<file path="src/rtl/iqfmt_pkg.sv">
package iqfmt_pkg;

   typedef enum logic {
      CH_I = 1'b0,
      CH_Q = 1'b1
   } chan_e;

   typedef enum logic {
      FMT_TWOS   = 1'b0,
      FMT_OFFSET = 1'b1
   } fmt_e;

   typedef enum logic {
      PM_SPLIT       = 1'b0,
      PM_INTERLEAVED = 1'b1
   } pmode_e;

endpackage

</file>
<file path="src/rtl/iqfmt_code_conv.sv">
module iqfmt_code_conv #(
   parameter int DATA_W = 12,
   parameter int OUT_W  = 16
) (
   input  logic              fmt_offset,
   input  logic [DATA_W-1:0] din,
   output logic [OUT_W-1:0]  dout
);
   import iqfmt_pkg::*;

   localparam int EXT_W = OUT_W - DATA_W;

   if (DATA_W < 2) begin : g_chk_dw
      $error("iqfmt_code_conv: DATA_W must be at least 2");
   end
   if (OUT_W < DATA_W) begin : g_chk_ow
      $error("iqfmt_code_conv: OUT_W must not be below DATA_W");
   end

   logic sign_bit;
   logic [DATA_W-1:0] twos;

   // offset binary differs from two's complement only in the top bit
   always_comb begin
      sign_bit = din[DATA_W-1] ^ (fmt_offset == FMT_OFFSET);
      twos     = {sign_bit, din[DATA_W-2:0]};
   end

   if (EXT_W == 0) begin : g_same_w
      assign dout = twos;
   end else begin : g_sext
      assign dout = {{EXT_W{sign_bit}}, twos};
   end

endmodule

</file>
<file path="src/rtl/iqfmt_pair_asm.sv">
module iqfmt_pair_asm #(
   parameter int OUT_W = 16
) (
   input  logic             clk,
   input  logic             rst_n,
   input  logic             enable,
   input  logic             mode_chg,
   input  logic             in_valid,
   input  logic             sel,
   input  logic [OUT_W-1:0] word,
   output logic             pair_valid,
   output logic [OUT_W-1:0] pair_i,
   output logic [OUT_W-1:0] pair_q,
   output logic             seq_fault
);
   import iqfmt_pkg::*;

   if (OUT_W < 2) begin : g_chk_w
      $error("iqfmt_pair_asm: OUT_W must be at least 2");
   end

   logic             held_q;
   logic [OUT_W-1:0] held_i_q;
   logic             held_eff;
   logic             is_i;
   logic             is_q;

   always_comb begin
      held_eff   = held_q & ~mode_chg;
      is_i       = enable & in_valid & (sel == CH_I);
      is_q       = enable & in_valid & (sel == CH_Q);
      pair_valid = is_q & held_eff;
      pair_i     = held_i_q;
      pair_q     = word;
      seq_fault  = (is_i & held_eff) | (is_q & ~held_eff);
   end

   always_ff @(posedge clk or negedge rst_n) begin
      if (!rst_n) begin
         held_q   <= 1'b0;
         held_i_q <= '0;
      end else if (is_i) begin
         held_q   <= 1'b1;
         held_i_q <= word;
      end else if (is_q || mode_chg) begin
         held_q   <= 1'b0;
      end
   end

   AST_FLUSH_CLEARS: assert property (@(posedge clk) disable iff (!rst_n)
      (mode_chg && !(enable && in_valid && sel == CH_I)) |=> !held_q);

   AST_Q_CONSUMES: assert property (@(posedge clk) disable iff (!rst_n)
      (enable && in_valid && sel == CH_Q) |=> !held_q);

endmodule

</file>
<file path="src/rtl/iq_port_formatter.sv">
module iq_port_formatter #(
   parameter int DATA_W = 12,
   parameter int OUT_W  = 16
) (
   input  logic              clk,
   input  logic              rst_n,
   input  logic              cfg_offset_bin,
   input  logic              cfg_one_port,
   input  logic              in_valid,
   input  logic              chan_sel,
   input  logic [DATA_W-1:0] port_a,
   input  logic [DATA_W-1:0] port_b,
   output logic              out_valid,
   output logic [OUT_W-1:0]  out_i,
   output logic [OUT_W-1:0]  out_q,
   output logic              seq_err
);
   import iqfmt_pkg::*;

   if (DATA_W < 2) begin : g_chk_dw
      $error("iq_port_formatter: DATA_W must be at least 2");
   end
   if (OUT_W < DATA_W) begin : g_chk_ow
      $error("iq_port_formatter: OUT_W must not be below DATA_W");
   end

   logic             mode_q;
   logic             mode_chg;
   logic [OUT_W-1:0] conv_a;
   logic [OUT_W-1:0] conv_b;
   logic             pair_valid;
   logic [OUT_W-1:0] pair_i;
   logic [OUT_W-1:0] pair_q;
   logic             seq_fault;
   logic             nxt_valid;
   logic [OUT_W-1:0] nxt_i;
   logic [OUT_W-1:0] nxt_q;

   iqfmt_code_conv #(.DATA_W(DATA_W), .OUT_W(OUT_W)) u_conv_a (
      .fmt_offset (cfg_offset_bin),
      .din        (port_a),
      .dout       (conv_a)
   );

   iqfmt_code_conv #(.DATA_W(DATA_W), .OUT_W(OUT_W)) u_conv_b (
      .fmt_offset (cfg_offset_bin),
      .din        (port_b),
      .dout       (conv_b)
   );

   iqfmt_pair_asm #(.OUT_W(OUT_W)) u_pair (
      .clk        (clk),
      .rst_n      (rst_n),
      .enable     (cfg_one_port),
      .mode_chg   (mode_chg),
      .in_valid   (in_valid),
      .sel        (chan_sel),
      .word       (conv_a),
      .pair_valid (pair_valid),
      .pair_i     (pair_i),
      .pair_q     (pair_q),
      .seq_fault  (seq_fault)
   );

   always_comb begin
      mode_chg = (cfg_one_port != mode_q);
      if (cfg_one_port == PM_INTERLEAVED) begin
         nxt_valid = pair_valid;
         nxt_i     = pair_i;
         nxt_q     = pair_q;
      end else begin
         nxt_valid = in_valid;
         nxt_i     = conv_a;
         nxt_q     = conv_b;
      end
   end

   always_ff @(posedge clk or negedge rst_n) begin
      if (!rst_n) begin
         mode_q    <= 1'b0;
         out_valid <= 1'b0;
         out_i     <= '0;
         out_q     <= '0;
         seq_err   <= 1'b0;
      end else begin
         mode_q    <= cfg_one_port;
         out_valid <= nxt_valid;
         if (nxt_valid) begin
            out_i <= nxt_i;
            out_q <= nxt_q;
         end
         seq_err <= seq_err | seq_fault;
      end
   end

   AST_SPLIT_LATENCY: assert property (@(posedge clk) disable iff (!rst_n)
      (in_valid && !cfg_one_port) |=> out_valid);

   AST_I_WORD_SILENT: assert property (@(posedge clk) disable iff (!rst_n)
      (in_valid && cfg_one_port && chan_sel == CH_I) |=> !out_valid);

   AST_IDLE_NO_VALID: assert property (@(posedge clk) disable iff (!rst_n)
      !in_valid |=> !out_valid);

   AST_HOLD_WHEN_IDLE: assert property (@(posedge clk) disable iff (!rst_n)
      !out_valid |=> ($stable(out_i) && $stable(out_q)) || out_valid);

   AST_ERR_STICKY: assert property (@(posedge clk) disable iff (!rst_n)
      seq_err |=> seq_err);

   AST_SPLIT_NO_ERR: assert property (@(posedge clk) disable iff (!rst_n)
      (!cfg_one_port && !seq_err) |=> !seq_err);

   AST_ORPHAN_Q: assert property (@(posedge clk) disable iff (!rst_n)
      (in_valid && cfg_one_port && chan_sel == CH_Q && mode_chg) |=> (seq_err && !out_valid));

endmodule

</file>
<file path="config.mk">
export PLATFORM = sky130hd
export DESIGN_NAME = iq_port_formatter
export DESIGN_NICKNAME = d
export VERILOG_FILES = /design/src/rtl/iqfmt_pkg.sv /design/src/rtl/iqfmt_code_conv.sv /design/src/rtl/iqfmt_pair_asm.sv /design/src/rtl/iq_port_formatter.sv
export SDC_FILE = /design/constraint.sdc
export NUM_CORES = 1
export LEC_CHECK = 0
export CAP_MARGIN = 20
export CORE_AREA = 2 2 66 68
export CTS_BUF_LIST = sky130_fd_sc_hd__clkbuf_8
export CTS_CLUSTER_DIAMETER = 30
export DETAILED_ROUTE_END_ITERATION = 6
export DIE_AREA = 0 0 68 70
export GPL_TIMING_DRIVEN = 1
export PLACE_DENSITY = 0.86
export SYNTH_ARGS = -nofsm -noshare
export SYNTH_HDL_FRONTEND = slang
export SYNTH_SLANG_ARGS = --single-unit
</file>
<file path="constraint.sdc">
create_clock -name clk -period 3.1 [get_ports clk]
set_input_delay 0.62 -clock clk [delete_from_list [all_inputs] [get_ports clk]]
set_output_delay 0.62 -clock clk [all_outputs]
set_load 0.02 [all_outputs]
</file>
==> impl_metrics.py <==
metrics = {
    "pwr": {
        "peakVddDrop_uv": 329.2,
        "pwr_density_cell_mw_per_mm2": 630.7,
        "leakage_nw": 1.214,
    },
    "floorplanning": {
        "core_mm2": 0.004144,
        "rows": 24,
        "initial_core_util": 0.4921,
        "die_x_um": 68,
        "dieHeight_um": 70,
        "ios": 64,
        "die_area_mm2": 0.004760,
    },
    "setup_path": {
        "r2r_setup_slack_ps": 1530,
        "crit_type": "in2reg",
        "critPathRequiredTime_ps": 3280,
        "cp.arrival_ps": 2270,
        "r2r_start": "u_pair.held_q",
        "crit_fanout": 25,
        "reg2reg_depth": 4,
        "cp-end-kind": "register",
        "r2r_end": "out_q[5]",
        "start_kind": "primary input",
    },
    "placement": {
        "placedInstanceArea_mm2": 0.002614,
        "dp_hpwl_um": 2721,
        "gp_congestion": 0.7439,
        "post-place-cells": 231,
        "io_buffers": 63,
    },
    "cts": {
        "cts_hold_buffers": 0,
        "cts.clk_slew.worst_paths_ps": 80,
        "numCtsBuffers": 5,
        "cts_resized": 0,
        "cts_tree": "done",
        "postCtsSetupBuffers": 0,
        "clk_latency_ps": 290,
        "cts.sinks": 40,
        "root_buffer": "clkbuf_8",
        "clockBufferDepth": 2,
        "htreeDepth": 2,
    },
    "synthesis": {
        "syn_area_mm2": 0.002039,
        "seq_area_frac_synth": 0.4908,
        "synth.avg_cell_area_um2": 16.06,
        "synth.largest_area_cell": "dfrtp_1",
        "syn-num-nets": 157,
        "yosys_register_bits": 40,
        "yosys.area.top_type_share": 0.4908,
        "synth.area.top_cells": "dfrtp_1, mux2_4, mux2_2",
        "yosys_warnings": 0,
        "syn_inst": 127,
        "ys_types": 17,
    },
    "finish": {
        "final_cell_mix": "clkdlybuf4s50_1, dfrtp_1, mux2_4",
        "antenna_cells": 0,
        "fin_area_mm2": 0.002740,
        "drive_above_1_share": 0.3904,
        "mostFrequentLayoutCell": "clkdlybuf4s50_1",
        "utilization": 0.6612,
        "fin_nets": 216,
        "area_growth_pct": 34.36,
        "finalNonFillerCells": 239,
        "fillCellCount": 296,
    },
    "timing": {
        "tightest_slew_ps": 854.6,
        "setup_tns_ps": 0,
        "maxSlewHeadroom": 0.4303,
        "fmax_ghz": 0.4799,
        "hold_viol_final": 0,
        "finalSetupViolCount": 0,
        "drv_slew": 0,
        "period_share": 0.6722,
        "min_period_ps": 2084,
        "grt_setup_unrepaired": "no",
        "fin_skew_ps": 7.048,
    },
    "job": {
        "timing.max_cap.violations": 0,
    },
    "routing": {
        "viasPerCell": 5.146,
        "ant_nets": 0,
        "drt_iter0_drc": 32,
        "drt-pass1-iter-count": 4,
        "wirelength_um": 3807,
        "wl_per_cell_um": 15.93,
        "drc": 0,
        "dr_total_vias": 1230,
    },
    "run_status": {
        "outcome": "completed",
    },
    "global_routing": {
        "use_met1": 0.2257,
        "grt_max_degree": 41,
        "grt-ovfl-total": 0,
        "grt_use_met3": 0.04187,
        "grt_busiest_layer": "met2",
        "grt_usage": 0.1815,
        "grt_pass1_vias": 1358,
        "grtUsageMet2": 0.2880,
        "grt_pass1_wl_um": 6499,
        "grt_antenna_before_repair": 0,
    },
    "worst_hold_path": {
        "hp-class": "in2async",
    },
}
layer usage:
| layer | vias up | part of all wire | wire length, um |
|---|---|---|---|
| met1 | 622 | 0.42 | 1596 |
| met3 | 8 | 0.052 | 198 |
| li1 | 559 | - | - |
| met4 | 0 | 0.022 | 82 |
| met5 | - | 0 | 0 |
| met2 | 41 | 0.51 | 1930 |
kinds of logic (layout without fill, tap and decap cells):
group | count (synthesis) | count (layout) | share of synthesized area
flip-flops | 40 | 40 | 0.4908
AND/OR/NAND/NOR | 6 | 6 | 0.02208
multiplexers | 59 | 59 | 0.3834
AO/OA/AOI/OAI | 5 | 5 | 0.02270
buffers and inverters | 14 | 74 | 0.06810
XOR/XNOR | 3 | 3 | 0.01289
stage by stage:
stage                     hold slack, ps  power, mW  setup slack [ps]
after floorplan                    324.4      1.043              1524
after global placement             457.3      1.260             754.5
after detailed placement           458.5      1.278             696.2
after CTS                          464.8      1.745              1009
after global routing               505.5      1.814             929.8
final                              427.4      1.728              1016
where the power goes:
group	switching (mW)	total (mW)	internal, mW
sequential	0.0618	0.683	0.621
combinational	0.237	0.582	0.345
clock	0.180	0.464	0.284
total	0.478	1.73	1.25
flip-flops by register name, indices dropped and copies added, names as in the netlist:
name and cells:
u_pair.pair_i 12, out_valid 1, seq_err 1, out_q 12
mode_q 1, out_i 12, u_pair.held_q 1
area by class of cell:
| cell class | instances | area (um2) | area share |
|---|---|---|---|
| clock buffers | 7 | 96.34 | 0.03516 |
| clock inverters | 1 | 30.03 | 0.01096 |
| repair buffers | 66 | 648.1 | 0.2365 |
| well taps | 52 | 65.06 | 0.02374 |
| multi-input cells | 73 | 899.6 | 0.3283 |
| flip-flops and latches | 40 | 1001 | 0.3653 |
cell usage after synthesis (all sizes together):
library cell / n
nor2: 1
xnor2: 3
nand3: 1
o21ai: 2
a22o: 1
dfrtp: 40
mux2: 57
a21boi: 1
buf: 14
a31o: 1
nand2: 3
mux2i: 2
nand3b: 1
worst max-delay path by stage:
stage | from | cells after the start | endpoint | slack (ps)
after detailed placement | cfg_one_port | 5 | out_q[5] | 700
final | cfg_one_port | 5 | out_q[5] | 1020
after global routing | cfg_one_port | 5 | out_q[2] | 930
after global placement | cfg_one_port | 5 | out_q[6] | 750
after floorplan | chan_sel | 4 | out_i[0] | 1520
after CTS | cfg_one_port | 5 | out_q[2] | 1010
worst max-delay path: stages:
cell,delay (ps)
clkdlybuf4s50_1,480
buf_4,240
a21boi_4,130
buf_4,400
mux2_2,390
No activity file was read; power rests on OpenSTA's default activity.
